[src/rtl/burst_pkg.sv]
package burst_pkg;

  // Ordering of the low offset bits inside one burst block.
  typedef enum logic {
    ORD_LINEAR = 1'b0,
    ORD_XOR    = 1'b1
  } burst_order_e;

  // Command decoded from the load/advance control.
  typedef enum logic {
    CMD_LOAD    = 1'b0,
    CMD_ADVANCE = 1'b1
  } burst_cmd_e;

endpackage

[src/rtl/burst_rst_sync.sv]
// Asynchronous assertion, synchronous release of the active-low reset.
module burst_rst_sync #(
  parameter int STAGES = 2
) (
  input  logic clk,
  input  logic rst_n,
  output logic rst_q_n
);

  logic [STAGES-1:0] sync_q;

  always_ff @(posedge clk or negedge rst_n) begin
    if (!rst_n) begin
      sync_q <= '0;
    end else begin
      sync_q <= {sync_q[STAGES-2:0], 1'b1};
    end
  end

  assign rst_q_n = sync_q[STAGES-1];

endmodule

[src/rtl/burst_base_reg.sv]
// Holds the address captured at the start of a burst.
module burst_base_reg #(
  parameter int ADDR_W = 19
) (
  input  logic              clk,
  input  logic              rst_q_n,
  input  logic              load_en,
  input  logic [ADDR_W-1:0] load_addr,
  output logic [ADDR_W-1:0] base_q
);

  logic [ADDR_W-1:0] base_d;

  always_comb begin
    base_d = base_q;
    if (load_en) begin
      base_d = load_addr;
    end
  end

  always_ff @(posedge clk or negedge rst_q_n) begin
    if (!rst_q_n) begin
      base_q <= '0;
    end else begin
      base_q <= base_d;
    end
  end

endmodule

[src/rtl/burst_beat_ctr.sv]
// Beat index inside the burst; clears on load, wraps on advance.
module burst_beat_ctr #(
  parameter int OFS_W = 2
) (
  input  logic             clk,
  input  logic             rst_q_n,
  input  logic             load_en,
  input  logic             adv_en,
  output logic [OFS_W-1:0] beat_q
);

  logic [OFS_W-1:0] beat_d;

  always_comb begin
    beat_d = beat_q;
    if (load_en) begin
      beat_d = '0;
    end else if (adv_en) begin
      beat_d = beat_q + OFS_W'(1);
    end
  end

  always_ff @(posedge clk or negedge rst_q_n) begin
    if (!rst_q_n) begin
      beat_q <= '0;
    end else begin
      beat_q <= beat_d;
    end
  end

endmodule

[src/rtl/burst_offset_map.sv]
// Maps start offset and beat index to the current low address bits.
module burst_offset_map
  import burst_pkg::*;
#(
  parameter int OFS_W = 2
) (
  input  burst_order_e     order,
  input  logic [OFS_W-1:0] start_ofs,
  input  logic [OFS_W-1:0] beat,
  output logic [OFS_W-1:0] ofs
);

  logic [OFS_W-1:0] ofs_lin;
  logic [OFS_W-1:0] ofs_xor;

  // Linear: ripple sum of start and beat, carry out dropped (wrap).
  logic [OFS_W:0] carry;
  assign carry[0] = 1'b0;

  for (genvar b = 0; b < OFS_W; b++) begin : g_bit
    assign ofs_lin[b]   = start_ofs[b] ^ beat[b] ^ carry[b];
    assign carry[b+1]   = (start_ofs[b] & beat[b]) |
                          (carry[b] & (start_ofs[b] ^ beat[b]));
    assign ofs_xor[b]   = start_ofs[b] ^ beat[b];
  end

  always_comb begin
    unique case (order)
      ORD_XOR:    ofs = ofs_xor;
      default:    ofs = ofs_lin;
    endcase
  end

endmodule

[src/rtl/burst_addr_gen.sv]
module burst_addr_gen
  import burst_pkg::*;
#(
  parameter int ADDR_W    = 19,
  parameter int BURST_LEN = 4
) (
  input  logic              clk,
  input  logic              rst_n,
  input  logic              clk_en_n,
  input  logic              adv_ld,
  input  logic              order_sel,
  input  logic [ADDR_W-1:0] ext_addr,
  output logic [ADDR_W-1:0] addr_o
);

  localparam int OFS_W = $clog2(BURST_LEN);

  logic              rst_q_n;
  logic              active;
  burst_cmd_e        cmd;
  logic              load_en;
  logic              adv_en;
  logic [ADDR_W-1:0] base_q;
  logic [OFS_W-1:0]  beat_q;
  logic [OFS_W-1:0]  ofs;
  burst_order_e      order;

  burst_rst_sync #(.STAGES(2)) u_rst (
    .clk     (clk),
    .rst_n   (rst_n),
    .rst_q_n (rst_q_n)
  );

  // Command decode, qualified by the active-low clock enable.
  assign active  = ~clk_en_n;
  assign cmd     = burst_cmd_e'(adv_ld);
  assign load_en = active & (cmd == CMD_LOAD);
  assign adv_en  = active & (cmd == CMD_ADVANCE);
  assign order   = burst_order_e'(order_sel);

  burst_base_reg #(.ADDR_W(ADDR_W)) u_base (
    .clk       (clk),
    .rst_q_n   (rst_q_n),
    .load_en   (load_en),
    .load_addr (ext_addr),
    .base_q    (base_q)
  );

  burst_beat_ctr #(.OFS_W(OFS_W)) u_beat (
    .clk     (clk),
    .rst_q_n (rst_q_n),
    .load_en (load_en),
    .adv_en  (adv_en),
    .beat_q  (beat_q)
  );

  burst_offset_map #(.OFS_W(OFS_W)) u_map (
    .order     (order),
    .start_ofs (base_q[OFS_W-1:0]),
    .beat      (beat_q),
    .ofs       (ofs)
  );

  assign addr_o = {base_q[ADDR_W-1:OFS_W], ofs};

endmodule

[config.mk]
export PLATFORM = sky130hd
export DESIGN_NAME = burst_addr_gen
export DESIGN_NICKNAME = d
export VERILOG_FILES = /design/src/rtl/burst_pkg.sv /design/src/rtl/burst_rst_sync.sv /design/src/rtl/burst_base_reg.sv /design/src/rtl/burst_beat_ctr.sv /design/src/rtl/burst_offset_map.sv /design/src/rtl/burst_addr_gen.sv
export SDC_FILE = /design/constraint.sdc
export NUM_CORES = 1
export LEC_CHECK = 0
export ABC_AREA = 1
export CORE_ASPECT_RATIO = 0.8
export CORE_MARGIN = 2
export CORE_UTILIZATION = 25
export CTS_CLUSTER_SIZE = 16
export DETAILED_ROUTE_END_ITERATION = 16
export GPL_TIMING_DRIVEN = 1
export PLACE_DENSITY = 0.61
export SLEW_MARGIN = 30
export SYNTH_ARGS = -nofsm -noshare
export SYNTH_HDL_FRONTEND = slang
export SYNTH_SLANG_ARGS = --single-unit
[constraint.sdc]
create_clock -name clk -period 0.98 [get_ports clk]
set_input_delay 0.196 -clock clk [delete_from_list [all_inputs] [get_ports clk]]
set_output_delay 0.196 -clock clk [all_outputs]
set_load 0.01 [all_outputs]
==> summary.md <==
| Metric | Value |
|---|---|
| Status | finished, violations left |
| Failing checks | setup timing |
| Synth top area share | 54.31% |
| Reg2Reg Depth | 3 |
| Pwr Total | 2.354 mW |
| Dpl cells | 215 |
| RSZ-0062 raised after global routing | true |
| Design Area, Final | 0.001559 sq mm |
| First-pass GRT wire length | 3691 um |
| # clock sinks | 23 |
| CTS tree | yes |
| # IOs | 43 |
| Worst flop-to-flop path endpoint | u_beat.beat_q[1] |
| # diodes | 0 |
| Die Y | 62.24 um |
| Register area share after synthesis | 54.31% |
| Startpoint types | flop |
| Routed Antenna Nets | 0 |
| Commonest non-fill, non-tap cell in the layout | nand2_1 |
| Hold Violations, Final | 0 |
| Leakage power | 0.8405 nW |
| Placement row count | 21 |
| Die width | 76.80 um |
| Root Buffer | clkbuf_8 |
| R2R Path Start | u_beat.beat_q[0] |
| Multi-input logic area | 317.8 sq um |
| Tmin final | 1.394 ns |
| Routed wire per std cell | 10.00 um |
| Post-synthesis cell type count | 14 |
| Final core occ | 37.79% |
| Post-placement cell area | 0.001485 sq mm |
| CTS Buffer Depth | 2 |
| CTS Buf Count | 3 |
| FF+latch count, synth | 23 |
| Finished Layout Cells | 229 |
| Core area | 0.004125 sq mm |
| Critical path type | flop to output port |
| Synthesized area per cell | 8.478 sq um |
| Critical Path RT | 0.78 ns |
| DRC | 0 |
| Final period utilization | 142.3% |
| YS warnings | 0 |
| Fin. max-slew vios | 0 |
| Fmax | 0.7172 GHz |
| FF/Latch Area | 575.6 sq um |
| Most frequent cells in the layout | nand2_1, dfrtp_1, clkdlybuf4s50_1 |
| Clock H-tree levels | 1 |
| Crit-path max FO | 2 |
| Filler Cells Inserted | 455 |
| Initial antenna violation count | 0 |
| DRT iter0 DRCs | 12 |
| Total gr overflow | 0 |
| Number of global-route vias before repair | 833 |
| Initial Utilization | 25.69% |
| Post-synth net total | 150 |
| Pwr/cell area | 1510 mW/mm^2 |
| Drt pass-1 iters | 2 |
| GRT Total Usage | 9.701% |
| Vias post-DR | 860 |
| Largest net degree at the start of global routing | 20 |
| Die area | 0.004779 sq mm |
| Critical Path End Type | output port |
| Mapped cell area | 0.001060 sq mm |
| Synth area leaders | dfrtp_1, nand2_1, buf_4 |
| Slack of the critical path | -0.4143 ns |
| Vias per cell | 3.755 |
| R2R Setup Slk | 0.11 ns |
| Worst vdd ir | 1024 uV |
| Syn-to-layout area delta | 47.11% |
| Total Routed Length | 2290 um |
| Layout Skew | 0.007418 ns |
| Max-cap viol count | 0 |
| Total Nets Final | 198 |
| Place WS | -0.6159 ns |
| Gate Count Post-Synth | 125 |
| Insertion delay to the later sink of the worst-skew pair | 0.26 ns |
| Placer Congestion | 0.6820 |
| Synth area leader | dfrtp_1 |
| Hold_buf cts | 0 |
| Number of port buffers | 42 |
| Clock-pin transition on the worst setup and hold timing paths | 0.08 ns |
| Worst Path Arrival | 1.20 ns |
| Share of cells above drive strength 1 | 28.49% |
| Placed wire-length estimate | 1558 um |
| Worst min path class | input pin to async pin |
| Endpoints failing setup | 6 |
==> logic make-up (layout without fill, tap and decap cells) <==
kind of cell	after synthesis	count (layout)	share of synthesized area, %
fa+ha+maj	1	1	1.180
other cells	1	1	0.3539
compound gates	3	3	1.416
flops	23	23	54.31
simple gates	69	69	25.62
buf+inv	28	75	17.12
==> how the worst max path moves through the flow <==
stage                     startpoint         to  slack, ns
floorplan           u_beat.beat_q[0]  addr_o[1]      -0.02
global placement           order_sel  addr_o[1]      -0.61
detailed placement         order_sel  addr_o[1]      -0.62
CTS                 u_beat.beat_q[0]  addr_o[1]      -0.43
global route        u_base.base_q[0]  addr_o[1]      -0.51
finish              u_base.base_q[0]  addr_o[1]      -0.41
==> sequential cells by signal (all words and copies together) (netlist names) <==
| signal | cells |
|---|---|
| u_rst.sync_q | 2 |
| u_beat.beat_q | 2 |
| u_base.base_q | 19 |
==> cell usage after synthesis, drive strengths merged <==
library cell,n
conb,1
ha,1
buf,20
nor2,3
o21ai,2
inv,8
a21oi,1
nand2,62
dfrtp,23
nand3,4
==> report_power, final <==
group	leakage, nW	total [mW]	switching (mW)	internal (mW)
clock network	0.0228	0.586	0.297	0.290
registers	0.284	1.13	0.0658	1.06
logic	0.534	0.640	0.276	0.364
total	0.841	2.35	0.638	1.72
==> critical path, stage by stage, from the launching register on <==
cell and delay (ns):
dfrtp_1 0.42, ha_4 0.18, nand2_1 0.06, nand3_1 0.06, nand2_1 0.08, inv_2 0.03, buf_6 0.11
==> metal layers <==
metal	GRT usage, %	vias to the layer above	part of all wire (%)
li1	-	453	-
met1	11.33	382	44
met2	16.78	23	48
met3	4.360	2	7.1
met4	1.364	0	0.48
met5	0	-	0
==> what timing repair did <==
item                                    in CTS  in global routing
endpoints found under the setup margin      38                 37
resized for setup                           79                 10
pin swaps                                    2                  4
buffers inserted                             6                  3
gates cloned                                 0                  1
==> area by class of cell <==
class	instances	area share, %
Sequential cell	23	36.92
Timing Repair Buffer	62	32.66
Multi-Input combinational cell	74	20.39
Timing Repair inverter	1	0.3210
Clock buffer	4	2.889
Inverter	8	2.247
Tap cell	57	4.575
==> stage by stage <==
stage                     hold slack (ns)  TNS (ns)
after detailed placement           0.1772    -8.864
after floorplan                  -0.09959  -0.02328
after CTS                         0.08311   -0.8791
final                             0.09276   -0.7060
after global placement             0.1706    -8.835
after global routing              0.08318    -1.395
(Power assumes the default switching activity.)
